===== config.mk =====
export PLATFORM = sky130hd
export DESIGN_NAME = lane_deskew_aligner
export DESIGN_NICKNAME = d
export VERILOG_FILES = /design/src/rtl/lane_dsk_pkg.sv /design/src/rtl/dsk_lane_delay.sv /design/src/rtl/dsk_bundle_ctl.sv /design/src/rtl/lane_deskew_aligner.sv
export SDC_FILE = /design/constraint.sdc
export NUM_CORES = 1
export LEC_CHECK = 0
export BUFFER_PORTS_ARGS = -buffer_cell sky130_fd_sc_hd__clkbuf_2
export CAP_MARGIN = 25
export CORE_MARGIN = 4
export CORE_UTILIZATION = 37
export CTS_CLUSTER_SIZE = 8
export DETAILED_ROUTE_END_ITERATION = 8
export SLEW_MARGIN = 0
export SYNTH_ARGS = -nofsm -noshare
export SYNTH_HDL_FRONTEND = slang
export SYNTH_SLANG_ARGS = --single-unit

===== constraint.sdc =====
create_clock -name clk -period 3 [get_ports clk]
set_input_delay 0.6 -clock clk [delete_from_list [all_inputs] [get_ports clk]]
set_output_delay 0.6 -clock clk [all_outputs]
set_load 0.05 [all_outputs]

===== src/rtl/lane_dsk_pkg.sv =====
package lane_dsk_pkg;
  localparam int OCT_LANES    = 8;
  localparam int BUND_PER_OCT = 4;

  typedef enum logic [1:0] {
    TOPO_X1 = 2'b00,
    TOPO_X2 = 2'b01,
    TOPO_X4 = 2'b10,
    TOPO_X8 = 2'b11
  } topo_e;

  // local group index inside an octet, from the lane-pair index (lane/2)
  function automatic logic [1:0] local_bundle(topo_e t, logic [1:0] pair_idx);
    case (t)
      TOPO_X2: return pair_idx;
      TOPO_X4: return {pair_idx[1], 1'b0};
      default: return 2'd0;
    endcase
  endfunction
endpackage


===== src/rtl/dsk_lane_delay.sv =====
module dsk_lane_delay #(
  parameter int LANE_W   = 8,
  parameter int MAX_SKEW = 3,
  localparam int DLY_W   = $clog2(MAX_SKEW + 1)
) (
  input  logic              clk,
  input  logic              rst_n,
  input  logic              clear,
  input  logic              load,
  input  logic [DLY_W-1:0]  load_dly,
  input  logic [LANE_W-1:0] in_data,
  input  logic              in_mark,
  output logic [LANE_W-1:0] out_data,
  output logic              out_mark
);
  typedef logic [LANE_W:0] word_t;

  word_t            hist_q [MAX_SKEW];
  word_t            in_w, sel_w, out_q;
  logic [DLY_W-1:0] dly_q;

  assign in_w = {in_mark, in_data};

  always_ff @(posedge clk or negedge rst_n) begin
    if (!rst_n) begin
      for (int i = 0; i < MAX_SKEW; i++) hist_q[i] <= '0;
    end else begin
      hist_q[0] <= in_w;
      for (int i = 1; i < MAX_SKEW; i++) hist_q[i] <= hist_q[i-1];
    end
  end

  always_comb begin
    sel_w = in_w;
    for (int i = 0; i < MAX_SKEW; i++)
      if (int'(dly_q) == i + 1) sel_w = hist_q[i];
  end

  always_ff @(posedge clk or negedge rst_n) begin
    if (!rst_n) begin
      dly_q <= '0;
      out_q <= '0;
    end else begin
      out_q <= sel_w;
      if (clear)     dly_q <= '0;
      else if (load) dly_q <= load_dly;
    end
  end

  assign out_mark = out_q[LANE_W];
  assign out_data = out_q[LANE_W-1:0];


  zero_dly_pass_chk: assert property (@(posedge clk) disable iff (!rst_n)
    (dly_q == '0) |=> (out_q == $past(in_w)));
endmodule


===== src/rtl/dsk_bundle_ctl.sv =====
module dsk_bundle_ctl #(
  parameter int NUM_LANES = 16,
  parameter int MAX_SKEW  = 3,
  localparam int CNT_W    = $clog2(MAX_SKEW + 1)
) (
  input  logic                       clk,
  input  logic                       rst_n,
  input  logic                       restart,
  input  logic [NUM_LANES-1:0]       member,
  input  logic [NUM_LANES-1:0]       mark,
  output logic                       done,
  output logic [NUM_LANES*CNT_W-1:0] new_dly,
  output logic                       err_q,
  output logic                       aligned_q
);
  logic                       open_q;
  logic [CNT_W-1:0]           cnt_q, cur;
  logic [NUM_LANES-1:0]       seen_q, hit, arrive, seen_nx;
  logic [NUM_LANES*CNT_W-1:0] off_q;
  logic                       all_in, timeout;

  always_comb begin
    hit     = mark & member;
    arrive  = open_q ? (hit & ~seen_q) : hit;
    seen_nx = (open_q ? seen_q : '0) | arrive;
    cur     = open_q ? cnt_q : '0;
    all_in  = (member != '0) && ((seen_nx & member) == member);
    done    = all_in && (arrive != '0);
    timeout = open_q && !all_in && (cnt_q == CNT_W'(MAX_SKEW));
    for (int l = 0; l < NUM_LANES; l++)
      new_dly[l*CNT_W +: CNT_W] = arrive[l] ? '0 : cur - off_q[l*CNT_W +: CNT_W];
  end

  always_ff @(posedge clk or negedge rst_n) begin
    if (!rst_n) begin
      open_q <= 1'b0; cnt_q <= '0; seen_q <= '0; off_q <= '0;
      err_q  <= 1'b0; aligned_q <= 1'b0;
    end else if (restart) begin
      open_q <= 1'b0; cnt_q <= '0; seen_q <= '0; off_q <= '0;
      err_q  <= 1'b0; aligned_q <= 1'b0;
    end else begin
      err_q <= timeout;
      if (done) begin
        open_q    <= 1'b0;
        aligned_q <= 1'b1;
      end else if (timeout) begin
        open_q    <= 1'b0;
        aligned_q <= 1'b0;
      end else if (open_q || (arrive != '0)) begin
        open_q <= 1'b1;
        cnt_q  <= cur + CNT_W'(1);
        seen_q <= seen_nx;
        for (int l = 0; l < NUM_LANES; l++)
          if (arrive[l]) off_q[l*CNT_W +: CNT_W] <= cur;
      end
    end
  end


  err_drops_aligned_chk: assert property (@(posedge clk) disable iff (!rst_n)
    err_q |-> !aligned_q);

  aligned_after_done_chk: assert property (@(posedge clk) disable iff (!rst_n)
    $rose(aligned_q) |-> $past(done));
endmodule


===== src/rtl/lane_deskew_aligner.sv =====
module lane_deskew_aligner
  import lane_dsk_pkg::*;
#(
  parameter int NUM_OCTETS = 2,
  parameter int LANE_W     = 8,
  parameter int MAX_SKEW   = 3
) (
  input  logic                                clk,
  input  logic                                rst_n,
  input  logic                                topo_load,
  input  logic [2*NUM_OCTETS-1:0]             topo_code,
  input  logic [NUM_OCTETS*OCT_LANES*LANE_W-1:0] in_data,
  input  logic [NUM_OCTETS*OCT_LANES-1:0]     in_mark,
  output logic [NUM_OCTETS*OCT_LANES*LANE_W-1:0] out_data,
  output logic [NUM_OCTETS*OCT_LANES-1:0]     out_mark,
  output logic [NUM_OCTETS*BUND_PER_OCT-1:0]  bundle_aligned,
  output logic                                skew_err
);
  localparam int NUM_LANES   = NUM_OCTETS * OCT_LANES;
  localparam int NUM_BUNDLES = NUM_OCTETS * BUND_PER_OCT;
  localparam int BID_W       = $clog2(NUM_BUNDLES);
  localparam int DLY_W       = $clog2(MAX_SKEW + 1);

  topo_e                      topo_q [NUM_OCTETS];
  logic [NUM_LANES-1:0]       lane_inb;
  logic [BID_W-1:0]           lane_bid [NUM_LANES];
  logic [NUM_BUNDLES-1:0]     b_done, b_err, b_used;
  logic [NUM_LANES*DLY_W-1:0] b_dly [NUM_BUNDLES];

  always_ff @(posedge clk or negedge rst_n) begin
    if (!rst_n) begin
      for (int o = 0; o < NUM_OCTETS; o++) topo_q[o] <= TOPO_X1;
    end else if (topo_load) begin
      for (int o = 0; o < NUM_OCTETS; o++) topo_q[o] <= topo_e'(topo_code[2*o +: 2]);
    end
  end

  for (genvar l = 0; l < NUM_LANES; l++) begin : g_map
    localparam int OCT = l / OCT_LANES;
    localparam logic [1:0] PAIR = 2'((l % OCT_LANES) / 2);
    assign lane_inb[l] = (topo_q[OCT] != TOPO_X1);
    assign lane_bid[l] = BID_W'(OCT * BUND_PER_OCT) + BID_W'(local_bundle(topo_q[OCT], PAIR));
  end

  for (genvar b = 0; b < NUM_BUNDLES; b++) begin : g_bund
    logic [NUM_LANES-1:0] mem_v;
    always_comb
      for (int l = 0; l < NUM_LANES; l++)
        mem_v[l] = lane_inb[l] && (lane_bid[l] == BID_W'(b));
    assign b_used[b] = |mem_v;

    dsk_bundle_ctl #(.NUM_LANES(NUM_LANES), .MAX_SKEW(MAX_SKEW)) u_ctl (
      .clk       (clk),
      .rst_n     (rst_n),
      .restart   (topo_load),
      .member    (mem_v),
      .mark      (in_mark),
      .done      (b_done[b]),
      .new_dly   (b_dly[b]),
      .err_q     (b_err[b]),
      .aligned_q (bundle_aligned[b])
    );
  end

  for (genvar l = 0; l < NUM_LANES; l++) begin : g_lane
    logic             upd;
    logic [DLY_W-1:0] ldly;
    always_comb begin
      upd  = lane_inb[l] && b_done[lane_bid[l]];
      ldly = b_dly[lane_bid[l]][l*DLY_W +: DLY_W];
    end

    dsk_lane_delay #(.LANE_W(LANE_W), .MAX_SKEW(MAX_SKEW)) u_dly (
      .clk      (clk),
      .rst_n    (rst_n),
      .clear    (topo_load),
      .load     (upd),
      .load_dly (ldly),
      .in_data  (in_data[l*LANE_W +: LANE_W]),
      .in_mark  (in_mark[l]),
      .out_data (out_data[l*LANE_W +: LANE_W]),
      .out_mark (out_mark[l])
    );
  end

  assign skew_err = |b_err;


  unused_bundle_idle_chk: assert property (@(posedge clk) disable iff (!rst_n)
    (bundle_aligned & ~b_used) == '0);

  reload_clears_chk: assert property (@(posedge clk) disable iff (!rst_n)
    topo_load |=> (bundle_aligned == '0));
endmodule


==> metrics.cfg <==
[run_status]
outcome=complete, no violations

[setup_path]
cp-start-kind=register
cp.arrival_ps=3300
crit_path_max_fanout=12
crit_required_ps=3510
crit_path_end_kind=register
path_class=register to register

[cells_and_area]
fillCellCount=7008
drive_gt1_share_pct=28.3
multi_input_area_um2=9270
postLayoutCellArea_um2=34900
stdcell_count=3405
fin_nets=2550
regArea_um2=19000
syn_to_final_growth_pct=20.0

[placement]
pre_cts_slack_ps=103
place.gp.congestion=0.865
placed_cells=3282
placed_cell_area_um2=32000
hpwlAfterDp_mm=45.1
port_buffers=303

[sta]
fmax_ghz=0.358
setup_viol=0
clock_skew_ps=19.7
hold_viol=0
tns_ps=0
fin_ws_ps=207
rsz0062_at_grt=no
min_period_over_period_pct=93.1
fin_crit_ps=2790
maxSlewHeadroom_pct=54.2
drv_slew=0
tightestPinTransition_ps=677

[route]
wire_per_inst_um=19.4
vias=17427
vias_per_cell=5.12
drt-initial-drc-count=1059
ant_nets=0
first_pass_iters=5
wl_mm=66.1
drc=0

[synth]
synth-main-ff-cell=dfrtp_1
ys_seq_area_share_pct=65.5
synth_cells=1994
synth_cell_types=82
synth_nets=2193
synth-seq-cells=760
yosysWarnings=0
synth.cell_area_um2=29100
syn_avg_cell_area_um2=14.6
synth_edf_count=0
async_flop_share_pct=100

[cts]
clock_latency_ps=650
cts_root_buf=clkbuf_16
path_clk_slew_ps=50
post_cts_buffers=0
clock-sinks=760
cts_made_buffers=106
cts_tree=built
clk_path_buf_depth=3
htreeDepth=3

[die]
die_y_um=288
core_area_um2=77600
num_io_pins=304
die_area_um2=83100
core.rowCount=102
die_x_um=288
start_util_pct=37.4

[pwr]
power_density_nw_per_um2=706
power_leakage_nw=15.3
pwr-share-clk_pct=42.4
switching_share_pct=26.4
ir_drop_v=0.000520
p_sw_mw=6.50
p_int_mw=18.1
p_comb_share_pct=11.7
power_frac_seq_pct=45.9

[global_route]
overflow=0
antenna_found_initial=0
track_usage_pct=16.1
grt_max_degree=119
grt_pass1_wl_mm=107
grt_pass1_vias=19491

[hold_path]
min_path_type=primary input to register

[run]
cap_violations=0

==> path summary, 6_finish.rpt <==
kind	start	end	slack [ps]	cells past startpoint
setup / recovery	topo_q[2]$_DFFE_PN0P_	g_bund[1].u_ctl.off_q[13]$_DFFE_PN0P_	210	9
setup reg to reg	topo_q[2]$_DFFE_PN0P_	g_bund[1].u_ctl.off_q[13]$_DFFE_PN0P_	210	9
max in group asynchronous	rst_n	g_lane[0].u_dly.out_q[8]$_DFF_PN0_	1470	3
min in group asynchronous	rst_n	g_lane[12].u_dly.hist_q[6]$_DFF_PN0_	480	2
hold reg to reg	g_lane[9].u_dly.hist_q[23]$_DFF_PN0_	g_lane[9].u_dly.hist_q[14]$_DFF_PN0_	350	0
hold / removal	in_data[105]	g_lane[13].u_dly.hist_q[19]$_DFF_PN0_	70	1
==> area by class of cell <==
cell class / instances / share of cell area [%]
clock buffer: 113 / 7.71
multi-input combinational: 1061 / 26.6
tap: 1040 / 3.73
timing repair buffer: 381 / 6.58
sequential: 760 / 54.6
clock inverter: 8 / 0.363
inverter: 41 / 0.442
antenna: 1 / 0.00718
==> power groups by stage <==
stage               clock (mW)  sequential [mW]  combinational, mW
finish                    10.4             11.3               2.88
global route              11.2             11.4               3.11
CTS                       10.8             11.3               2.90
detailed placement           0             11.4               2.89
global placement             0             11.4               2.83
floorplan                    0             11.8               1.43
==> critical path: stages, from the launching register on <==
cell     delay [ps]
dfrtp_1         400
inv_1           120
ha_1            370
nor3b_1         400
and3_1          280
nor4_1           80
or3_4           470
nor2_1          240
mux2i_1         240
nor2_1           50
==> flip-flops by register name, indices dropped and copies added (netlist names) <==
signal / flops
g_lane.u_dly.hist_q: 432
g_lane.u_dly.out_q: 144
g_bund.u_ctl.off_q: 72
g_bund.u_ctl.seen_q: 36
g_lane.u_dly.dly_q: 32
g_bund.u_ctl.cnt_q: 16
g_bund.u_ctl.aligned_q: 8
g_bund.u_ctl.err_q: 8
g_bund.u_ctl.open_q: 8
topo_q: 4
==> metal layers <==
metal	track usage (%)	share of wire, %	up-vias
li1	-	-	7766
met1	20.3	40	9087
met2	27.7	51	444
met3	3.61	5.8	130
met4	5.14	2.7	0
met5	0	0	-
==> stage by stage <==
step / utilization [%] / hold slack (ps) / total power, mW
after CTS: 44.9 / 19.7 / 25.0
final: 44.9 / 69.8 / 24.6
after global routing: 44.9 / 41.9 / 25.7
after detailed placement: 41.2 / 356 / 14.3
after global placement: 41.2 / 354 / 14.3
after floorplan: - / 304 / 13.3
==> cells in the final DEF (no fill, tap or decap), drive strengths merged, types with 9 or more instances in the layout <==
cell type	synthesis	final
nand3	32	32
nor3	29	29
a32oi	14	14
and2	27	27
inv	41	43
a211oi	23	23
or3	12	12
ha	48	48
and3	20	20
buf	66	79
nand2	122	122
o21ai	40	40
nor2	132	132
a21oi	107	107
mux2i	68	68
a31oi	15	15
xnor2	71	71
mux4	144	144
nand2b	20	20
o22ai	9	9
dfrtp	760	760
clkbuf	66	414
==> kinds of logic after synthesis <==
kind of cell / after synthesis / synth area share, %
AOI/OAI and AO/OA: 293 / 6.88
xor gates and xnor gates: 74 / 2.23
adders and majority gates: 48 / 2.07
buffers and inverters: 173 / 2.69
DFF: 760 / 65.5
muxes: 218 / 13.7
and+or+nand+nor: 428 / 6.92
==> synthesized netlist by cell type (all sizes together) (4+ instances only) <==
master    n  area, µm²
a211o     4       35.0
a211oi   23        178
a21boi    8       60.1
a21o      5       37.5
a21oi   107        551
a311oi    5       50.0
a31oi    15       93.8
a32oi    14        123
and2     27        169
and3     20        125
buf      66        380
clkbuf   66        248
dfrtp   760      19000
ha       48        601
inv      41        154
mux2      6       67.6
mux2i    68        681
mux4    144       3240
nand2   122        458
nand2b   20        125
nand3    32        170
nand3b    8       60.1
nor2    132        495
nor2b     8       50.1
nor3     29        150
nor4      4       25.0
o211ai    5       37.5
o21ai    40        204
o21bai    5       37.5
o221ai    4       35.0
o22ai     9       56.3
o311ai    5       43.8
o32ai     4       35.0
o41ai     4       65.1
or2       4       25.0
or3      12       75.1
xnor2    71        622
==> what timing repair did <==
item / 4_1_cts / 5_1_grt
hold buffers: 1 / 0
resized for setup: 0 / 4
endpoints found under the setup margin: 0 / 13
endpoints found under the hold margin: 39 / 0
Note: power is estimated with default switching activity, not from simulation.
